===== config.mk =====
export PLATFORM = sky130hd
export DESIGN_NAME = dual_lane_shifter
export DESIGN_NICKNAME = d
export VERILOG_FILES = /design/src/rtl/dls_pkg.sv /design/src/rtl/dls_lane.sv /design/src/rtl/dls_outreg.sv /design/src/rtl/dual_lane_shifter.sv
export SDC_FILE = /design/constraint.sdc
export NUM_CORES = 1
export LEC_CHECK = 0
export BUFFER_PORTS_ARGS = -buffer_cell sky130_fd_sc_hd__buf_2
export CAP_MARGIN = 30
export CORE_MARGIN = 3
export CORE_UTILIZATION = 62
export DETAILED_ROUTE_END_ITERATION = 7
export PLACE_DENSITY = 0.87
export SLEW_MARGIN = 40
export SYNTH_ARGS = -nofsm -noshare
export SYNTH_HDL_FRONTEND = slang
export SYNTH_SLANG_ARGS = --single-unit

===== constraint.sdc =====
create_clock -name clk -period 7.7 [get_ports clk]
set_clock_uncertainty 0.15 [all_clocks]
set_input_delay 0.77 -clock clk [delete_from_list [all_inputs] [get_ports clk]]
set_output_delay 0.77 -clock clk [all_outputs]
set_load 0.03 [all_outputs]

===== src/rtl/dls_pkg.sv =====
package dls_pkg;

    typedef enum logic {
        DIR_LEFT  = 1'b0,
        DIR_RIGHT = 1'b1
    } shift_dir_e;

endpackage


===== src/rtl/dls_lane.sv =====
module dls_lane #(
    parameter int LANE_W  = 16,
    parameter int SHAMT_W = 4
) (
    input  logic [LANE_W-1:0]  lane_in,
    input  logic               dir_right,
    input  logic [SHAMT_W-1:0] shamt,
    output logic [LANE_W-1:0]  lane_out,
    output logic               lane_sat
);
    import dls_pkg::*;

    localparam int WIDE_W = 2 * LANE_W;

    logic              sign_bit;
    logic [WIDE_W-1:0] ext_val;
    logic [WIDE_W-1:0] wide_shl;
    logic              lost_bits;
    logic [LANE_W-1:0] clamp_val;

    always_comb begin
        sign_bit  = lane_in[LANE_W-1];
        ext_val   = {{LANE_W{sign_bit}}, lane_in};
        wide_shl  = ext_val << shamt;
        // bits pushed out plus new sign must all repeat the old sign
        lost_bits = (wide_shl[WIDE_W-1:LANE_W-1] != {(LANE_W+1){sign_bit}});
        clamp_val = sign_bit ? {1'b1, {(LANE_W-1){1'b0}}}
                             : {1'b0, {(LANE_W-1){1'b1}}};
        if (shift_dir_e'(dir_right) == DIR_RIGHT) begin
            lane_out = LANE_W'($signed(lane_in) >>> shamt);
            lane_sat = 1'b0;
        end else if (lost_bits) begin
            lane_out = clamp_val;
            lane_sat = 1'b1;
        end else begin
            lane_out = wide_shl[LANE_W-1:0];
            lane_sat = 1'b0;
        end
    end

endmodule


===== src/rtl/dls_outreg.sv =====
module dls_outreg #(
    parameter int WORD_W     = 32,
    parameter int LANES      = 2,
    parameter bit REGISTERED = 1'b1
) (
    input  logic              clk,
    input  logic              rst,
    input  logic              in_valid,
    input  logic [WORD_W-1:0] res_in,
    input  logic [LANES-1:0]  sat_in,
    output logic              out_valid,
    output logic [WORD_W-1:0] res_out,
    output logic [LANES-1:0]  sat_out
);
    typedef struct packed {
        logic              vld;
        logic [WORD_W-1:0] res;
        logic [LANES-1:0]  sat;
    } stage_t;

    generate
        if (REGISTERED) begin : g_reg
            stage_t stage_d, stage_q;

            always_comb begin
                stage_d     = stage_q;
                stage_d.vld = in_valid;
                if (in_valid) begin
                    stage_d.res = res_in;
                    stage_d.sat = sat_in;
                end
            end

            always_ff @(posedge clk) begin
                if (rst) stage_q <= '0;
                else     stage_q <= stage_d;
            end

            assign out_valid = stage_q.vld;
            assign res_out   = stage_q.res;
            assign sat_out   = stage_q.sat;
        end else begin : g_comb
            assign out_valid = in_valid;
            assign res_out   = res_in;
            assign sat_out   = sat_in;
        end
    endgenerate

endmodule


===== src/rtl/dual_lane_shifter.sv =====
module dual_lane_shifter #(
    parameter int LANE_W     = 16,
    parameter int LANES      = 2,
    parameter bit REGISTERED = 1'b1,
    localparam int SHAMT_W   = $clog2(LANE_W),
    localparam int WORD_W    = LANE_W * LANES
) (
    input  logic               clk,
    input  logic               rst,
    input  logic               in_valid,
    input  logic [WORD_W-1:0]  operand,
    input  logic               dir_right,
    input  logic [SHAMT_W-1:0] shamt,
    output logic               out_valid,
    output logic [WORD_W-1:0]  result,
    output logic [LANES-1:0]   lane_sat
);
    logic [WORD_W-1:0] comb_res;
    logic [LANES-1:0]  comb_sat;

    generate
        for (genvar i = 0; i < LANES; i++) begin : g_lane
            dls_lane #(
                .LANE_W (LANE_W),
                .SHAMT_W(SHAMT_W)
            ) u_lane (
                .lane_in  (operand[i*LANE_W +: LANE_W]),
                .dir_right(dir_right),
                .shamt    (shamt),
                .lane_out (comb_res[i*LANE_W +: LANE_W]),
                .lane_sat (comb_sat[i])
            );
        end
    endgenerate

    dls_outreg #(
        .WORD_W    (WORD_W),
        .LANES     (LANES),
        .REGISTERED(REGISTERED)
    ) u_outreg (
        .clk      (clk),
        .rst      (rst),
        .in_valid (in_valid),
        .res_in   (comb_res),
        .sat_in   (comb_sat),
        .out_valid(out_valid),
        .res_out  (result),
        .sat_out  (lane_sat)
    );

endmodule


# --- Word-level counts from Yosys, hierarchy flattened ---
# Index checks and enable logic that the tools add are counted.
classes:
  n_eq_ne: 2
  n_shift: 4
  n_mux: 10
op_table:
  columns: ["cell", "count"]
  rows:
  - ["$mux 16", 6]
  - ["$shl 32x4->32", 2]
  - ["$ne 17x17->1", 2]
  - ["$sshr 16x4->16", 2]
  - ["$mux 1", 4]
totals:
  register_bits: 35
  in_bits: 40
  output_inout_bits: 35
  elab_cells: 19

# --- Longest topological paths before layout ---
# Gate-level depths: netlist of run 1.
depth:
  depth_word: 4
  depth_mapped: 16
  depth_no_buf: 8

# --- Modules after synthesis ---
# A second synthesis of run 1 with hierarchy kept.
unflattened:
  hier_cells: 718
  area_unflattened_um2: 5627.9
by_module_without_submodules:
  columns: ["mod", "n_inst", "cells_each", "area_per_inst_um2", "seq_area_each_um2"]
  rows:
  - ["dls_lane", 2, 303, 2182.1, 0.0]
  - ["dls_outreg", 1, 112, 1263.7, 700.7]

# --- Worst setup path after synthesis of run 1 ---
# No wires, ideal clock.
synth_path:
  kind: "input to register"
  start: "in shamt[1]"
  end: "reg u_outreg.g_reg.stage_q (netlist bit u_outreg.res_out[2])"
  setup_ps: 88
  arrival_time_ps: 3640
  t_required_ps: 7462
  path_slack_ps: 3822
  path_stages: 10
  n_path_buf: 2
  path_cell_list: "buf_2 -> buf_2 -> mux4_2 -> mux4_2 -> a2111o_1 -> a2111oi_4 -> o2bb2ai_2 -> nand2_4 -> or4_4 -> a311oi_2"
synth_via:
  elab_chain_len: 4
  elab_cells_between_ends: 5
  cone_classes: "1 x eq/ne; 2 x shift; 2 x mux"
synth_lines:
  columns: ["item", "line", "rtl"]
  rows:
  - ["from (decl)", "dual_lane_shifter.sv:13", "input logic [SHAMT_W-1:0] shamt,"]
  - ["$shl 32x4->32", "dls_lane.sv:24", "wide_shl = ext_val << shamt;"]
  - ["$ne 17x17->1", "dls_lane.sv:26", "lost_bits = (wide_shl[WIDE_W-1:LANE_W-1] != {(LANE_W+1){sign_bit}});"]
  - ["$mux 16", "dls_lane.sv:32", "end else if (lost_bits) begin"]
  - ["$mux 16 (*)", "dls_lane.sv:29", "if (shift_dir_e'(dir_right) == DIR_RIGHT) begin"]
  - ["to (signal assigned)", "dls_outreg.sv:36", "else stage_q <= stage_d;"]
  - ["to (decl)", "dls_outreg.sv:23", "stage_t stage_d, stage_q;"]
# Mark *: on every way between the ends. The rest lies on a longest branch, timed or not.
# A chain may end at the register's enable or synchronous reset.

# --- Final worst setup path of run 1 ---
layout_path:
  start: "in shamt[1]"
  end: "reg u_outreg.g_reg.stage_q (netlist bit u_outreg.res_out[28])"
# The elaborated chain is that of the path after synthesis.

==> impl_metrics.ini, run 1 <==
[die]
initial_core_util = 0.6428
die_y_um = 98.77
core_area_mm2 = 0.008299
die_area_mm2 = 0.009755
floorplan.die.width_um = 98.77
ios = 75
rows = 33

[yosys]
yosysMostFrequentCell = nor2_1
synth_edf_count = 0
syn_area_per_cell_um2 = 7.557
synth_top_area_frac = 0.1393
synth-async-reset-ratio = 0
ys_seq_elements = 35
synth_area_leaders = mux4_2 14%, dfxtp_1 13%, mux2i_1 9.0%, nor2_1 6.8%, o21ai_0 5.7%
synthCells = 706
syn_area_mm2 = 0.005335
synthFlopType = dfxtp_1
synth.yosys.seq_area_share = 0.1313
yosysWarnings = 0
synth_top_area_cell = mux4_2
ys_types = 69
yosys-top-cells-count = 97 x nor2_1, 78 x nand2_1, 61 x o21ai_0
syn-num-nets = 746

[clocking]
htree_levels = 2
cts-hold-fix-buffers = 0
clock_path_buffers = 2
cts_tree = built
cts_sinks = 35
cts-root-buf = clkbuf_8
cts-buffers-inserted = 5
post_cts_resized = 0
clk_latency_ps = 290
path_clk_slew_ps = 70
post_cts_buffers = 0

[timing]
finalSetupTns_ps = 0
relSlewSlack = 0.5017
period_share = 0.5881
timing.final.ws_setup_ps = 3172
clock.fmax_ghz = 0.2208
setup_violations = 0
slew_violations = 0
tightestPinTransition_ps = 747.5
rsz0062_at_grt = no
final-hold-violation-count = 0
min_period_ps = 4528

[global_routing]
grt_pass1_wl_um = 27610
grt_max_degree = 85
gr-usage-all-layers = 0.3447
grt_overflow = 0
antenna_found_initial = 1
grt_pass1_vias = 5209

[placed_design]
portBuffers = 74
globalplace.congestion = 1.045
hpwl_um = 12210
post-place-ws_ps = 2753

[routing]
drtPass1Iterations = 5
drtIter0Drc = 735
ant_nets = 0
vias = 5903
drt-vias-per-instance = 7.208
routedWlPerCell_um = 20.94
drcViolationCount = 0
wirelength_um = 17150

[power]
power_frac_comb = 0.513
leakage_nw = 2.225
intPower_uw = 395.6
p_per_area_mw_per_mm2 = 122.8
ir_drop_mv = 0.06809
p_sw_uw = 299.0
seq_power_share = 0.291
swShare = 0.4305
clkPwrFrac = 0.196

[finish]
final_core_util = 0.6816
fillers = 740
diodes = 0
nNetsFinal = 754
syn_to_final_growth_pct = 6.027
drive_gt1_frac = 0.2129

[critical_path]
start_kind = input port
worstSetupPathType = input port to register
end_kind = register
critPathArrivalTime_ps = 4580
cp_max_fo = 70
required_ps = 7750

[flow_run]
cap_violations = 0

[worst_hold_path]
holdCritPathClass = register to register

[status]
outcome = completed
-- flip-flops by register name (all words and copies together), names as in the netlist --
| register | cells |
|---|---|
| u_outreg.out_valid | 1 |
| u_outreg.res_out | 32 |
| u_outreg.sat_out | 2 |
-- worst max-delay path, cell delays in order --
cell,delay (ps)
buf_6,470
buf_4,550
mux2i_1,600
o32ai_1,160
a211oi_1,460
nand3_1,160
a222oi_1,320
buf_4,250
o211ai_4,160
or3_1,400
a311oi_1,250
-- stage by stage --
stage	cells	area (um^2)	power [mW]	hold WS, ps
floorplan	706	5335	0.4637	447.9
global route	819	5657	0.7288	359.9
CTS	819	5644	0.6853	337.1
finish	819	5657	0.6946	333.6
global placement	812	5553	0.5449	317.1
detailed placement	812	5557	0.5515	327.9
-- layout by cell type (no fill, tap or decap), types with 7 or more instances in the layout --
master / instances
dfxtp_1: 35
nand3_1: 21
nor2b_1: 9
nand4_1: 8
mux2_2: 14
nand2b_1: 13
nor3_1: 7
a311oi_1: 17
o21ai_0: 61
a211oi_1: 17
o211ai_1: 12
buf_2: 71
nor2_1: 97
o2111ai_1: 7
a21oi_1: 40
inv_1: 7
buf_4: 7
mux4_1: 7
mux4_2: 33
or3_1: 8
mux2i_1: 48
nand2_1: 78
-- power by group through the flow --
stage                     registers (mW)  clock network, mW  logic (mW)
after floorplan                    0.235                  0       0.229
after global placement             0.206                  0       0.339
after detailed placement           0.206                  0       0.345
after CTS                          0.202              0.136       0.347
after global routing               0.204              0.142       0.383
final                              0.202              0.136       0.356
-- per-layer routing --
metal,part of all wire,track usage,up-vias
met3,0.13,0.07573,27
li1,-,-,2684
met1,0.41,0.5141,2757
met5,0.00035,0,-
met4,0.016,0.08613,2
met2,0.44,0.5072,433
-- cells by family (layout without fill, tap and decap cells) --
group	count (synthesis)	count (layout)	synth area share
buffers and inverters	90	98	0.07036
DFF	35	35	0.1313
muxes	102	102	0.2934
xor gates and xnor gates	1	1	0.001642
AOI/OAI and AO/OA	216	216	0.2800
and+or+nand+nor	262	262	0.2233
-- final timing paths --
check | start | end | slack (ps) | depth (start not counted)
max | shamt[1] | u_outreg.res_out[28] | 3170 | 11
min reg2reg | u_outreg.res_out[12] | u_outreg.res_out[12] | 330 | 2
max reg2reg | u_outreg.res_out[6] | u_outreg.res_out[6] | 6750 | 2
min | u_outreg.res_out[12] | u_outreg.res_out[12] | 330 | 2
-- layout make-up --
| type | instances | area (um^2) | share of cell area |
|---|---|---|---|
| Clock inverter | 1 | 5.005 | 0.0008848 |
| Tap cell | 105 | 131.4 | 0.02322 |
| Timing Repair Buffer | 80 | 430.4 | 0.07609 |
| Multi-Input combinational cell | 581 | 4265 | 0.7540 |
| Clock buffer | 6 | 82.58 | 0.01460 |
| Sequential cell | 35 | 700.7 | 0.1239 |
| Inverter | 11 | 41.29 | 0.007299 |
Note: power is estimated with default switching activity, not from simulation.
==> inputs of run 2 (changes only) <==
--- a/config.mk
+++ b/config.mk
@@ -5,12 +5,13 @@
 export SDC_FILE = /design/constraint.sdc
 export NUM_CORES = 1
 export LEC_CHECK = 0
+export ABC_AREA = 1
 export BUFFER_PORTS_ARGS = -buffer_cell sky130_fd_sc_hd__buf_2
 export CAP_MARGIN = 30
 export CORE_MARGIN = 3
-export CORE_UTILIZATION = 62
+export CORE_UTILIZATION = 53
 export DETAILED_ROUTE_END_ITERATION = 7
-export PLACE_DENSITY = 0.87
+export PLACE_DENSITY = 0.81
 export SLEW_MARGIN = 40
 export SYNTH_ARGS = -nofsm -noshare
 export SYNTH_HDL_FRONTEND = slang
==> constraint.sdc (replaced) <==
create_clock -name clk -period 4 [get_ports clk]
set_clock_uncertainty 0.15 [all_clocks]
set_input_delay 0.4 -clock clk [delete_from_list [all_inputs] [get_ports clk]]
set_output_delay 0.4 -clock clk [all_outputs]
set_load 0.03 [all_outputs]
==> run 2 against run 1 <==
- critical path depth up 6
- cell area down 14%
- combinational power up 66%
- area after synthesis down 17%
- register-to-register slack worse by 3700 ps
- non-clock buffer count increased by 2
- count of clock-buffer cells in the layout unchanged
- via count is 0.98% higher
- sequential cell count unchanged
- clock power increased by 88%
- final cell count increased by 23%
- core utilization down 7.1 points
- critical path type unchanged
==> impl_metrics.ini, run 2 <==
[finish]
layout_commonest_cell = nand2_1
fillers = 887
diodes = 0
drive_gt1_frac = 0.1203
largest_reg_flops = 32
syn_to_final_growth_pct = 9.296
nNetsFinal = 946
layout_common_cells = 336 x nand2_1, 169 x nand3_1, 84 x o21ai_0, 74 x buf_2, 73 x nor2_1
final_cells = 1008

[yosys]
yosys.area_share.xor_xnor = 0
synth.yosys.seq_area_share = 0.1582
yosysMostFrequentCell = nand2_1
synth-async-reset-ratio = 0
synth_top_area_frac = 0.2848
synth-adder-area-share = 0
syn_area_per_cell_um2 = 5.055
ys_types = 31
ys_seq_elements = 35
muxShareOfSynthArea = 0.004521
synth_simple_gate_area_frac = 0.5725
syn-num-nets = 916
syn_area_mm2 = 0.004428
synth_area_leaders = nand2_1 28%, nand3_1 19%, dfxtp_1 16%, o21ai_0 9.5%, nor2_1 6.2%
synth_top_area_cell = nand2_1
synthFlopType = dfxtp_1
synth_top_family_by_area = simple AND/OR/NAND/NOR gates
synthCells = 876
yosys-top-cells-count = 336 x nand2_1, 169 x nand3_1, 84 x o21ai_0
synth_compound_area_frac = 0.1837
yosysWarnings = 0
synth_edf_count = 0

[flow_run]
cap_violations = 0

[power]
p_total_mw = 1.233
leakage_nw = 2.498
p_per_area_mw_per_mm2 = 254.7
ir_drop_mv = 0.1450

[critical_path]
critical_path.cell_chain = buf_2 -> inv_2 -> nand2_1 -> nand3_1 -> nand2_1 -> nand2_1 -> nand3_1 -> nand2_1 -> nand2_1 -> nand2_1 -> nand2_1 -> nor2_4 -> nand2_2 -> nand3_1 -> nand2_2 -> nor2_1 -> nor2_1
critPathBufInv = 2
end_kind = register
required_ps = 4020
crit_family = simple AND/OR/NAND/NOR gates
cp_slowest_cell = inv_2
cpMostUsedCell = nand2_1
worstSetupPathType = input port to register
critPathMaxStageDelay_ps = 400
critPathArrivalTime_ps = 2690
cp_max_fo = 34
start_kind = input port

[global_routing]
grt_overflow = 0
antenna_found_initial = 0
grt_max_degree = 68
grt_pass1_vias = 5296
gr-usage-all-layers = 0.2938
grt_pass1_wl_um = 23650

[status]
outcome = completed

[clocking]
cts-root-buf = clkbuf_8
clk_latency_ps = 280
cts-buffers-inserted = 5
htree_levels = 2
cts_tree = built
cts-hold-fix-buffers = 0
post_cts_buffers = 0
cts_sinks = 35
post_cts_resized = 0
path_clk_slew_ps = 70
clock_path_buffers = 2

[timing]
finalHoldWorstSlack_ps = 313.3
relSlewSlack = 0.5722
period_share = 0.6693
min_period_ps = 2677
rsz0062_at_grt = no
clock.fmax_ghz = 0.3735
tightestPinTransition_ps = 641.1
finalSetupTns_ps = 0
slew_violations = 0
setup_violations = 0
final-hold-violation-count = 0

[die]
rows = 32
floorplan.die.width_um = 97.41
core_area_mm2 = 0.007928
die_y_um = 97.41
die_area_mm2 = 0.009488
initial_core_util = 0.5586
ios = 75

[routing]
drcViolationCount = 0
ant_nets = 0
routedWlPerCell_um = 14.35
vias = 5961
drt-vias-per-instance = 5.914
drtPass1Iterations = 5
drtIter0Drc = 532
wirelength_um = 14470

[placed_design]
hpwl_um = 10820
place_inst = 1001
globalplace.congestion = 0.9793
portBuffers = 74

[worst_hold_path]
holdCritPathClass = register to register
-- run 2: worst paths after layout --
check                       startpoint                    to  slack (ps)  depth (start not counted)
setup / recovery              shamt[0]  u_outreg.res_out[27]        1320                         17
hold / removal    u_outreg.res_out[15]  u_outreg.res_out[15]         310                          2
setup reg to reg  u_outreg.res_out[17]  u_outreg.res_out[17]        3050                          4
hold reg to reg   u_outreg.res_out[15]  u_outreg.res_out[15]         310                          2
-- run 2: logic make-up (layout without fill, tap and decap cells) --
group,count (synthesis),count (layout)
AO/OA/AOI/OAI,151,151
buffers and inverters,89,119
multiplexers,2,2
flip-flops,35,35
AND/OR/NAND/NOR,599,599
-- run 2: worst min-delay path, stage by stage (launching register included) --
cell and delay [ps]:
dfxtp_1 310, nand2_1 60, a21oi_1 50
-- run 2: per-layer routing --
metal	track usage	part of all wire	up-vias
li1	-	-	2961
met1	0.3683	0.40	2625
met2	0.4960	0.47	312
met3	0.03087	0.077	63
met4	0.1502	0.045	0
met5	0	0	-
-- run 2: cell type report --
| type | count | area [um^2] | share of cell area |
|---|---|---|---|
| repair buffers | 82 | 442.9 | 0.09152 |
| clock buffers | 6 | 82.58 | 0.01706 |
| multi-input cells | 752 | 3368 | 0.6960 |
| well taps | 102 | 127.6 | 0.02637 |
| inverters | 30 | 112.6 | 0.02327 |
| clock inverters | 1 | 5.005 | 0.001034 |
| flip-flops and latches | 35 | 700.7 | 0.1448 |
-- run 2: metrics by stage --
stage               cell area (um^2)    util  worst slack [ps]
floorplan                       4428       -              1698
global placement                4752  0.5994              1112
detailed placement              4752  0.5994              1074
CTS                             4840  0.6105              1378
global route                    4840  0.6105              1022
finish                          4840  0.6105              1323
-- run 2: where the power goes --
group	switching (mW)	leakage, nW	internal [mW]
Clock	0.120	0.0470	0.135
Sequential	0.0116	0.290	0.375
Combinational	0.414	2.16	0.176
==> inputs of run 3 (changes only) <==
==> constraint.sdc (replaced) <==
create_clock -name clk -period 2.35 [get_ports clk]
set_clock_uncertainty 0.15 [all_clocks]
set_input_delay 0.235 -clock clk [delete_from_list [all_inputs] [get_ports clk]]
set_output_delay 0.235 -clock clk [all_outputs]
set_load 0.03 [all_outputs]
==> run 3 against run 2 <==
- the run now ends with design-rule violations left
- die area unchanged
- register-to-register slack worse by 1600 ps
- sequential power grew 70%
- sequential cell count stayed put
- worst hold slack worse by 160 ps
- cell area up 7.1%
- setup slack worse by 1100 ps
- global-route usage up 1.4 points
- clock power up 130%
- wire length rose by 1.9%
==> impl_metrics.ini, run 3 (synthesis gave the netlist of run 2 again) <==
[routing]
wirelength_um = 14740
vias = 6087
ant_nets = 0
drt-vias-per-instance = 5.842
drtPass1Iterations = 8
routedWlPerCell_um = 14.14
drtIter0Drc = 365
drcViolationCount = 11

[clocking]
clock_path_buffers = 2
path_clk_slew_ps = 70
cts-buffers-inserted = 5
clk_latency_ps = 290
cts_tree = built
htree_levels = 2
cts_sinks = 35
cts-root-buf = clkbuf_8
post_cts_buffers = 0

[global_routing]
grt_pass1_vias = 5477
antenna_found_initial = 0
grt_overflow = 0
met2_usage = 0.5235
met3_usage = 0.03589
grt_pass1_wl_um = 24930
grt_most_used_layer = met2
grt_use_met1 = 0.3829
grt_max_degree = 54
gr-usage-all-layers = 0.3078

[die]
die_y_um = 97.41
initial_core_util = 0.5586
floorplan.die.width_um = 97.41
ios = 75
die_area_mm2 = 0.009488
rows = 32
core_area_mm2 = 0.007928

[critical_path]
crit_path_end = u_outreg.res_out[13]
r2r_cells = 4
worstSetupPathType = input port to register
reg2reg_to = u_outreg.res_out[17]
start_kind = input port
cpMostUsedCell = nand2_1
crit_cells = 19
startpoint = shamt[0]
critPathMaxStageDelay_ps = 230
required_ps = 2430
r2r_slack_ps = 1460
critPathArrivalTime_ps = 2160
cp_slowest_cell = nor2_4
critical_path.cell_chain = buf_2 -> inv_2 -> buf_12 -> nand2_1 -> nand2_1 -> nand2_1 -> nand2_1 -> nand2_1 -> nor2_1 -> a21oi_1 -> nand2_1 -> nand3_1 -> nor2_4 -> nand2_4 -> nor2_4 -> nand2_1 -> nand2_1 -> nor2_1 -> nor2_1
crit_family = simple AND/OR/NAND/NOR gates
critPathBufInv = 3
reg2reg_from = u_outreg.res_out[17]
end_kind = register
cp_max_fo = 20

[finish]
largest_reg_flops = 32
layout_commonest_cell = nand2_1
layout_common_cells = 336 x nand2_1, 169 x nand3_1, 84 x o21ai_0, 74 x buf_2, 73 x nor2_1
syn_to_final_growth_pct = 17.01
fillers = 836
drive_gt1_frac = 0.1511
diodes = 0
final_cells = 1042
nNetsFinal = 979

[placed_design]
place_inst = 1034
globalplace.congestion = 1.088
hpwl_um = 11290
portBuffers = 74

[timing]
min_period_ps = 2079
final-hold-violation-count = 0
finalHoldWorstSlack_ps = 154.1
rsz0062_at_grt = no
relSlewSlack = 0.6885
clock.fmax_ghz = 0.4809
slew_violations = 0
period_share = 0.8849
tightestPinTransition_ps = 462.3
setup_violations = 0

[worst_hold_path]
holdCritPathClass = input port to register

[power]
p_total_mw = 2.305
p_per_area_mw_per_mm2 = 444.8
ir_drop_mv = 0.3046
leakage_nw = 2.698

[status]
outcome = finished, violations left
failed_checks = design-rule violations

[flow_run]
cap_violations = 0
-- run 3: area by class of cell --
cell class / instances / area [um^2] / area share
timing repair buffer: 115 / 744.5 / 0.1437
clock buffer: 6 / 82.58 / 0.01594
multi-input combinational: 752 / 3378 / 0.6520
tap: 102 / 127.6 / 0.02463
inverter: 30 / 112.6 / 0.02173
clock inverter: 2 / 35.03 / 0.006762
sequential: 35 / 700.7 / 0.1352
-- run 3: metrics by stage --
stage,util,instance area [um^2],setup slack (ps),TNS (ps)
after floorplan,-,4428,213.0,0
after global placement,0.6370,5050,39.77,0
after detailed placement,0.6370,5050,-0.8529,-0.8529
after CTS,0.6518,5167,290.1,0
after global routing,0.6536,5181,6.380,0
final,0.6536,5181,270.5,0
-- run 3: where the power goes --
part / switching [mW] / internal, mW
Sequential: 0.0197 / 0.638
Combinational: 0.719 / 0.354
Clock: 0.231 / 0.343
Total: 0.969 / 1.34
-- run 3: worst min path at each step --
stage / startpoint / to / slack [ps] / cells after the start
after global routing: operand[15] / u_outreg.res_out[15] / 170 / 3
after detailed placement: u_outreg.res_out[21] / u_outreg.res_out[21] / 300 / 2
after floorplan: rst / u_outreg.res_out[26] / 290 / 3
after global placement: u_outreg.res_out[23] / u_outreg.res_out[23] / 300 / 2
after CTS: operand[15] / u_outreg.res_out[15] / 150 / 3
final: operand[15] / u_outreg.res_out[15] / 150 / 3
-- run 3: repair_timing --
action | in CTS | in global routing
hold buffers | 0 | 0
endpoints found under the setup margin | 0 | 10
gates resized for setup | 0 | 3
-- run 3: routing by layer --
layer | vias up | share of wire
met1 | 2679 | 0.39
met4 | 0 | 0.047
met3 | 66 | 0.070
li1 | 3034 | -
met2 | 308 | 0.49
met5 | - | 0
-- run 3: tightest hold or removal path: stages --
cell and delay, ps:
buf_2 170, nand2_1 80, a21oi_1 60
